## src/rtl/tev_pkg.sv

```systemverilog
package tev_pkg;

    // Kick counter occupancy states
    typedef enum logic [1:0] {
        KC_IDLE = 2'd0,
        KC_PEND = 2'd1,
        KC_FULL = 2'd2
    } kc_state_e;

    localparam int LVL_BG  = 0;
    localparam int LVL_IRQ = 1;
    localparam int N_LVL   = 2;

endpackage

```

## src/rtl/tev_kick_ctr.sv

```systemverilog
module tev_kick_ctr
    import tev_pkg::*;
#(
    parameter int CNT_W = 3
) (
    input  logic             clk,
    input  logic             rst_n,
    input  logic             kick_i,
    input  logic             ack_i,
    output logic [CNT_W-1:0] cnt_o,
    output logic             pend_o
);

    localparam logic [CNT_W-1:0] CNT_MAX = '1;
    localparam logic [CNT_W-1:0] CNT_ONE = CNT_W'(1);
    localparam bit               MAX_IS_ONE = (CNT_W == 1);

    kc_state_e        state_q, state_d;
    logic [CNT_W-1:0] cnt_q, cnt_d;

    // state register
    always_ff @(posedge clk or negedge rst_n) begin
        if (!rst_n) begin
            state_q <= KC_IDLE;
            cnt_q   <= '0;
        end else begin
            state_q <= state_d;
            cnt_q   <= cnt_d;
        end
    end

    // transitions
    always_comb begin
        state_d = state_q;
        cnt_d   = cnt_q;
        unique case (state_q)
            KC_IDLE: begin
                // T_FIRST: acknowledge is meaningless at zero
                if (kick_i) begin
                    cnt_d   = CNT_ONE;
                    state_d = MAX_IS_ONE ? KC_FULL : KC_PEND;
                end
            end
            KC_PEND: begin
                if (kick_i && !ack_i) begin
                    cnt_d   = cnt_q + CNT_ONE;          // T_ADD / T_FILL
                    state_d = (cnt_q + CNT_ONE == CNT_MAX) ? KC_FULL : KC_PEND;
                end else if (ack_i && !kick_i) begin
                    cnt_d   = cnt_q - CNT_ONE;          // T_TAKE / T_DRAIN
                    state_d = (cnt_q == CNT_ONE) ? KC_IDLE : KC_PEND;
                end
                // T_HOLD otherwise
            end
            KC_FULL: begin
                if (ack_i && !kick_i) begin
                    cnt_d   = cnt_q - CNT_ONE;          // T_UNFILL
                    state_d = MAX_IS_ONE ? KC_IDLE : KC_PEND;
                end
                // T_HOLD: saturated kick or kick with acknowledge
            end
            default: begin
                state_d = KC_IDLE;
                cnt_d   = '0;
            end
        endcase
    end

    // outputs
    always_comb begin
        cnt_o  = cnt_q;
        pend_o = (state_q != KC_IDLE);
    end

endmodule

```

## src/rtl/tev_cfg_file.sv

```systemverilog
module tev_cfg_file
    import tev_pkg::*;
#(
    parameter int N_THR  = 4,
    parameter int N_TRIG = 8,
    parameter int CNT_W  = 3,
    parameter int AW     = 4
) (
    input  logic                          clk,
    input  logic                          rst_n,
    input  logic                          wr_en,
    input  logic [AW-1:0]                 addr,
    input  logic [N_TRIG-1:0]             wdata,
    input  logic [N_THR-1:0][CNT_W-1:0]   cnt_i,
    output logic [N_TRIG-1:0]             rdata,
    output logic [N_THR-1:0][N_TRIG-1:0]  route_bg_o,
    output logic [N_THR-1:0][N_TRIG-1:0]  route_irq_o,
    output logic [N_THR-1:0]              mode_o
);

    localparam int N_MASK    = N_LVL * N_THR;
    localparam int ADDR_MODE = N_MASK;
    localparam int ADDR_CNT0 = N_MASK + 1;

    logic [N_MASK-1:0][N_TRIG-1:0] mask_q;
    logic [N_THR-1:0]              mode_q;

    // one register per routing mask
    for (genvar g = 0; g < N_MASK; g++) begin : g_mask
        always_ff @(posedge clk or negedge rst_n) begin
            if (!rst_n)
                mask_q[g] <= '0;
            else if (wr_en && addr == AW'(g))
                mask_q[g] <= wdata;
        end
    end

    always_ff @(posedge clk or negedge rst_n) begin
        if (!rst_n)
            mode_q <= '0;
        else if (wr_en && addr == AW'(ADDR_MODE))
            mode_q <= wdata[N_THR-1:0];
    end

    for (genvar t = 0; t < N_THR; t++) begin : g_route
        assign route_bg_o[t]  = mask_q[N_LVL*t + LVL_BG];
        assign route_irq_o[t] = mask_q[N_LVL*t + LVL_IRQ];
    end
    assign mode_o = mode_q;

    // read mux
    always_comb begin
        rdata = '0;
        for (int i = 0; i < N_MASK; i++) begin
            if (addr == AW'(i))
                rdata = mask_q[i];
        end
        if (addr == AW'(ADDR_MODE))
            rdata[N_THR-1:0] = mode_q;
        for (int t = 0; t < N_THR; t++) begin
            if (addr == AW'(ADDR_CNT0 + t))
                rdata[CNT_W-1:0] = cnt_i[t];
        end
    end

endmodule

```

## src/rtl/tev_level_mux.sv

```systemverilog
module tev_level_mux #(
    parameter int N_THR  = 4,
    parameter int N_TRIG = 8
) (
    input  logic [N_TRIG-1:0]            trig_q,
    input  logic [N_THR-1:0][N_TRIG-1:0] route_bg,
    input  logic [N_THR-1:0][N_TRIG-1:0] route_irq,
    input  logic [N_THR-1:0]             mode,
    input  logic [N_THR-1:0]             pend,
    output logic [N_THR-1:0]             bg_event,
    output logic [N_THR-1:0]             irq_req
);

    for (genvar t = 0; t < N_THR; t++) begin : g_thr
        assign bg_event[t] = (|(trig_q & route_bg[t]))  | (pend[t] & ~mode[t]);
        assign irq_req[t]  = (|(trig_q & route_irq[t])) | (pend[t] &  mode[t]);
    end

endmodule

```

## src/rtl/tev_event_unit.sv

```systemverilog
module tev_event_unit #(
    parameter int N_THREADS = 4,
    parameter int N_TRIG    = 8,
    parameter int CNT_W     = 3,
    localparam int TID_W    = (N_THREADS > 1) ? $clog2(N_THREADS) : 1,
    localparam int AW       = $clog2(3 * N_THREADS + 1)
) (
    input  logic                 clk,
    input  logic                 rst_n,
    input  logic [N_TRIG-1:0]    trig_in,
    input  logic                 kick_valid,
    input  logic [TID_W-1:0]     kick_tid,
    input  logic [N_THREADS-1:0] kick_ack,
    input  logic                 cfg_wr_en,
    input  logic [AW-1:0]        cfg_addr,
    input  logic [N_TRIG-1:0]    cfg_wdata,
    output logic [N_TRIG-1:0]    cfg_rdata,
    output logic [N_THREADS-1:0] bg_event,
    output logic [N_THREADS-1:0] irq_req
);

    logic [N_TRIG-1:0]                   trig_q;
    logic [N_THREADS-1:0]                kick_hit;
    logic [N_THREADS-1:0]                pend;
    logic [N_THREADS-1:0][CNT_W-1:0]     cnt_all;
    logic [N_THREADS-1:0][N_TRIG-1:0]    route_bg;
    logic [N_THREADS-1:0][N_TRIG-1:0]    route_irq;
    logic [N_THREADS-1:0]                mode_q;

    // trigger sampling stage
    always_ff @(posedge clk or negedge rst_n) begin
        if (!rst_n)
            trig_q <= '0;
        else
            trig_q <= trig_in;
    end

    for (genvar t = 0; t < N_THREADS; t++) begin : g_kick
        assign kick_hit[t] = kick_valid && (kick_tid == TID_W'(t));

        tev_kick_ctr #(.CNT_W(CNT_W)) u_ctr (
            .clk    (clk),
            .rst_n  (rst_n),
            .kick_i (kick_hit[t]),
            .ack_i  (kick_ack[t]),
            .cnt_o  (cnt_all[t]),
            .pend_o (pend[t])
        );
    end

    tev_cfg_file #(
        .N_THR  (N_THREADS),
        .N_TRIG (N_TRIG),
        .CNT_W  (CNT_W),
        .AW     (AW)
    ) u_cfg (
        .clk         (clk),
        .rst_n       (rst_n),
        .wr_en       (cfg_wr_en),
        .addr        (cfg_addr),
        .wdata       (cfg_wdata),
        .cnt_i       (cnt_all),
        .rdata       (cfg_rdata),
        .route_bg_o  (route_bg),
        .route_irq_o (route_irq),
        .mode_o      (mode_q)
    );

    tev_level_mux #(
        .N_THR  (N_THREADS),
        .N_TRIG (N_TRIG)
    ) u_mux (
        .trig_q    (trig_q),
        .route_bg  (route_bg),
        .route_irq (route_irq),
        .mode      (mode_q),
        .pend      (pend),
        .bg_event  (bg_event),
        .irq_req   (irq_req)
    );

endmodule

```

## config.mk

```make
export PLATFORM = sky130hd
export DESIGN_NAME = tev_event_unit
export DESIGN_NICKNAME = d
export VERILOG_FILES = /design/src/rtl/tev_pkg.sv /design/src/rtl/tev_kick_ctr.sv /design/src/rtl/tev_cfg_file.sv /design/src/rtl/tev_level_mux.sv /design/src/rtl/tev_event_unit.sv
export SDC_FILE = /design/constraint.sdc
export NUM_CORES = 1
export LEC_CHECK = 0
export BUFFER_PORTS_ARGS = -buffer_cell sky130_fd_sc_hd__buf_4
export CAP_MARGIN = 20
export CORE_MARGIN = 10
export CORE_UTILIZATION = 65
export DETAILED_ROUTE_END_ITERATION = 6
export PLACE_DENSITY = 0.92
export SYNTH_ARGS = -nofsm -noshare
export SYNTH_HDL_FRONTEND = slang
export SYNTH_SLANG_ARGS = --single-unit
```

## constraint.sdc

```tcl
create_clock -name clk -period 5.37 [get_ports clk]
set_input_delay 1.074 -clock clk [delete_from_list [all_inputs] [get_ports clk]]
set_output_delay 1.074 -clock clk [all_outputs]
set_load 0.01 [all_outputs]
```

After elaboration in Yosys (flattened, before gate mapping):

Cells that the tools add are included.

* register bits: 96
* latch bits: 0
* RAM bits: 0
* bits in read-only memories: 0
* input port bits: 30
* output and inout port bits: 16
* word-level logic and storage cells: 205
* memories kept: 0

* $add $sub $neg: 8
* multipliers: 0
* div/mod/pow operators: 0
* magnitude comparators: 0
* eq/ne operators: 43
* shift operators: 0
* multiplexer cells: 57
* bitwise logic cells: 28
* reduce and logical (&&, ||, !) cells: 51

Operators with widths (number)
* $and A8 B8 Y8: 8
* $mux W8: 8
* $reduce_or A8 Y1: 8
* $mux W3: 16
* $mux W2: 20
* $pmux W3 S3: 4
* $pmux W2 S3: 4
* $logic_and A1 B1 Y1: 21
* $eq A4 B4 Y1 const B: 5
* $eq A4 B3 Y1 const B: 4
* $ne A2 B1 Y1 const B: 8
* $add A3 B1 Y3 const B: 4
* $eq A2 B2 Y1 const B: 6
* $eq A3 B1 Y1 const B: 4
* $eq A3 B3 Y1 const B: 4
* $ne A3 B1 Y1 const B: 4
* $reduce_and A3 Y1: 4
* $sub A3 B1 Y3 const B: 4
* $eq A2 B1 Y1 const B: 5
* $logic_not A2 Y1: 5
* $and A1 B1 Y1: 8
* $eq A4 B2 Y1 const B: 2
* $logic_not A1 Y1: 8
* $or A1 B1 Y1: 8
* 6 further kinds: 15

Longest topological paths before layout:

* depth after elaboration: 14
* depth in mapped cells: 8
* mapped depth without buffers: 7

Modules after synthesis:

Synthesis repeated with hierarchy kept, for this count alone.

* cell total of the unflattened synthesis: 524
* area total of the unflattened synthesis: 5880.6 um2

By module, submodules not included
* tev_cfg_file: times used 1, cells each 260, area an instance 3409.5 um2, seq. area each 1701.6 um2
* tev_kick_ctr: times used 4, cells each 50, area an instance 446.7 um2, seq. area each 125.1 um2
* tev_level_mux: times used 1, cells each 52, area an instance 446.7 um2, seq. area each 0.0 um2
* tev_event_unit: times used 1, cells each 12, area an instance 237.7 um2, seq. area each 200.2 um2

Worst setup path before layout:

OpenSTA, ideal clock, no wires.

* kind: input-to-output
* from: input port cfg_addr[0]
* to: output port cfg_rdata[0]
* arrival: 2.351 ns
* required time: 4.296 ns
* setup slack: 1.945 ns
* stages: 6
* cell sequence: buf_4 > or3b_4 > a21oi_1 > a21oi_1 > a311o_1 > a22oi_1

* word-level cells in the longest chain between the ends: 14
* elaborated cells on any way between the ends: 26
* classes of those cells: 12 x eq/ne; 13 x mux; 1 x reduce/logical

RTL lines
* from (decl): RTL line tev_event_unit.sv:15 `input logic [AW-1:0] cfg_addr,`
* $logic_not A4 Y1: RTL line tev_cfg_file.sv:55 `if (addr == AW'(i))`
* $mux W8 (8 in a row): RTL line tev_cfg_file.sv:55
* $mux W4: RTL line tev_cfg_file.sv:58 `if (addr == AW'(ADDR_MODE))`
* $mux W3 (3 in a row): RTL line tev_cfg_file.sv:61 `if (addr == AW'(ADDR_CNT0 + t))`
* $mux W3 *: RTL line tev_cfg_file.sv:61
* to (decl): RTL line tev_event_unit.sv:17 `output logic [N_TRIG-1:0] cfg_rdata,`

Every way passes the cells marked *; elsewhere a longest branch is shown, timed or not.

Worst setup path in the final report:

Same ends and word-level chain as after synthesis.

==> summary.txt <==
Status
  – Status: completed

Route
  – Post-route ant nets: 0
  – DR WL/cell: 23.0 um
  – Final wirelength: 15.5 mm
  – Vias per cell: 7.11
  – DR vias: 4799
  – Iter 0 DRT Violations: 702
  – # DRC: 0
  – TritonRoute pass-1 iters: 6

Synth
  – Count of cell types in the netlist: 56
  – Yosys reg bits: 96
  – Synth area leaders: dfrtp_1, mux2_2, mux4_2
  – Cell Area, Synth: 0.00577 mm^2
  – Syn Nets: 590
  – Seq/Total Area, Yosys: 41.6%
  – Yosys warns: 0
  – Synth top area share: 41.6%
  – Cell taking the most area after synthesis: dfrtp_1
  – Asr flop ratio synth: 100%
  – Syn Inst Count: 544
  – Number of flops mapped to enable cells by yosys: 0
  – Ys flop type: dfrtp_1
  – Avg Synthesized Cell Area: 10.6 um^2

Place
  – DP Wirelength: 11.0 mm
  – Routability cong.: 0.977
  – Pre-CTS setup slack: 1.46 ns
  – Area after DPL: 0.00608 mm^2
  – Dpl cells: 659
  – IO Port Bufs: 45

Timing
  – Setup-failing EPs final: 0
  – Worst Max-Slew Pin Slew: 0.755 ns
  – Max Slew Vio Count: 0
  – Setup TNS after final layout: 0 ns
  – Fmax: 252 MHz
  – Slew headroom: 49.6%
  – Setup ws final: 1.39 ns
  – Tcrit/Tclk final: 74.0%
  – RSZ-0062 raised after global routing: false
  – Tmin final: 3.98 ns
  – Final clock skew: 0.00883 ns
  – Final Hold Fails: 0
  – Min Hold Slack: 0.556 ns

Worst setup path
  – Crit Path Class: in2out
  – CP startpoint kind: primary input
  – Worst path cell trace: buf_4 > nor4b_2 > a32o_1 > nor3_1 > a2111oi_0 > a22oi_1 > buf_4
  – Slowest cell on crit path: nor4b_2
  – CP Data Arrival Time: 2.90 ns
  – CP max FO: 38
  – CP max stage delay: 0.49 ns
  – CP Capture Type: primary output
  – CP required: 4.30 ns
  – Most used cell, CP: buf_4
  – R2R cell count: 7

Die
  – Top-level I/O count: 46
  – Initial cell density of the core: 66.5%
  – Core box area: 0.00868 mm^2
  – Die ar.: 0.0130 mm^2
  – Die Wd: 114 um
  – Die H: 114 um
  – Row count: 34

Clocking
  – TritonCTS buffer count: 9
  – Post CTS Setup Buffer Count: 0
  – Post-CTS Hold Buffers: 0
  – Clock Tree Buf Depth: 2
  – Clock sink total: 96
  – Clock latency on the worst-skew pair: 0.37 ns
  – Reg clk slew, reported paths: 0.10 ns
  – TritonCTS clock tree: yes
  – CTS H-tree lvls: 3
  – Post-CTS resize count: 0
  – Clock root buffer: clkbuf_8

Finish
  – Post-route insts no fill: 675
  – Layout cells sized above 1: 26.3%
  – Diode count: 0
  – Utilization after layout: 72.2%
  – Area delta synth->final: 8.63%
  – Final #Nets: 608
  – Fillers: 617
  – Post-route cell area: 0.00627 mm^2

Power
  – Max rail drop VDD: 266 uV
  – Power per cell area: 403 mW/mm^2
  – Power Total: 2.53 mW
  – Leakage power: 2.64 nW

Global routing
  – Initial antenna violation count: 0
  – Grt ovf: 0
  – Gr usage total: 24.2%
  – Vias in the first global route: 4768
  – First-pass GRT wire length: 25.3 mm
  – Pin count of the biggest net entering global routing: 60

Hold path
  – Min-Delay Path Depth: 1
  – HP Class: reg2reg

Run
  – Max-Cap Viols: 0
-- critical path: cells and delay by family --
| family | cells | cell delay [ns] |
|---|---|---|
| compound gates | 3 | 0.82 |
| simple gates | 2 | 0.55 |
| buf+inv | 2 | 0.45 |
-- flip-flops by register name (all words and copies together), names as in the netlist --
name,flops
u_cfg.route_irq_o,32
g_kick.u_ctr.cnt_o,12
u_cfg.mode_o,4
trig_q,8
u_cfg.route_bg_o,32
g_kick.u_ctr.state_q,8
-- synthesized netlist by cell type (13+ instances only) --
cell,n
nand2_1,32
ha_1,16
o21ai_0,29
a221oi_1,13
mux2_2,69
a22o_1,14
inv_1,15
dfrtp_1,96
nor2_1,33
clkbuf_1,25
a21oi_1,23
-- placed cells by master (no fill, tap or decap), types with 11 or more instances in the layout --
cell type / count
mux4_2: 12
mux2i_1: 12
nand3_1: 11
dfrtp_1: 96
a22o_1: 14
nand2_1: 32
ha_1: 16
buf_4: 46
nor2_1: 33
a21oi_1: 23
mux2_2: 69
inv_1: 15
a221oi_1: 13
o21ai_0: 29
-- layout make-up --
| type | instances | area (um^2) | area share (%) |
|---|---|---|---|
| multi-input cells | 394 | 3140 | 50.1 |
| repair buffers | 46 | 345 | 5.51 |
| clock inverters | 6 | 50.0 | 0.799 |
| well taps | 108 | 135 | 2.16 |
| flip-flops and latches | 96 | 2400 | 38.3 |
| inverters | 15 | 56.3 | 0.899 |
| clock buffers | 10 | 138 | 2.20 |
-- kinds of logic (layout without fill, tap and decap cells) --
kind of cell / Yosys count / in the layout / share of synthesized area, %
multiplexers: 93 / 93 / 20.2
flip-flops: 96 / 96 / 41.6
adder cells (fa/ha/maj): 18 / 18 / 3.82
buffers and inverters: 54 / 77 / 3.93
XOR/XNOR: 8 / 8 / 1.21
AND/OR/NAND/NOR: 131 / 131 / 12.0
AO/OA/AOI/OAI: 144 / 144 / 17.2
-- power by group --
group | internal, mW | switching, mW | leakage [nW]
registers | 0.904 | 0.277 | 1.17
clock network | 0.186 | 0.272 | 0.0831
logic | 0.451 | 0.438 | 1.38
-- routing by layer --
layer / GRT usage (%) / vias to the layer above / routed length, um
li1: - / 2086 / -
met1: 30.1 / 2280 / 5850
met4: 11.9 / 0 / 788
met3: 5.92 / 78 / 1600
met5: 0 / - / 0
met2: 38.6 / 355 / 7290
-- worst paths after layout --
kind	startpoint	end	slack, ns
worst max-delay path	cfg_addr[0]	cfg_rdata[0]	1.39
worst max register to register	g_kick[0].u_ctr.cnt_o[0]	g_kick[0].u_ctr.cnt_o[1]	3.70
worst min-delay path	u_cfg.route_irq_o[30]	u_cfg.route_irq_o[30]	0.56
min in group asynchronous	rst_n	g_kick[0].u_ctr.cnt_o[2]	0.77
worst min register to register	u_cfg.route_irq_o[30]	u_cfg.route_irq_o[30]	0.56
max in group asynchronous	rst_n	u_cfg.route_irq_o[17]	3.61
No activity file was read; power rests on OpenSTA's default activity.
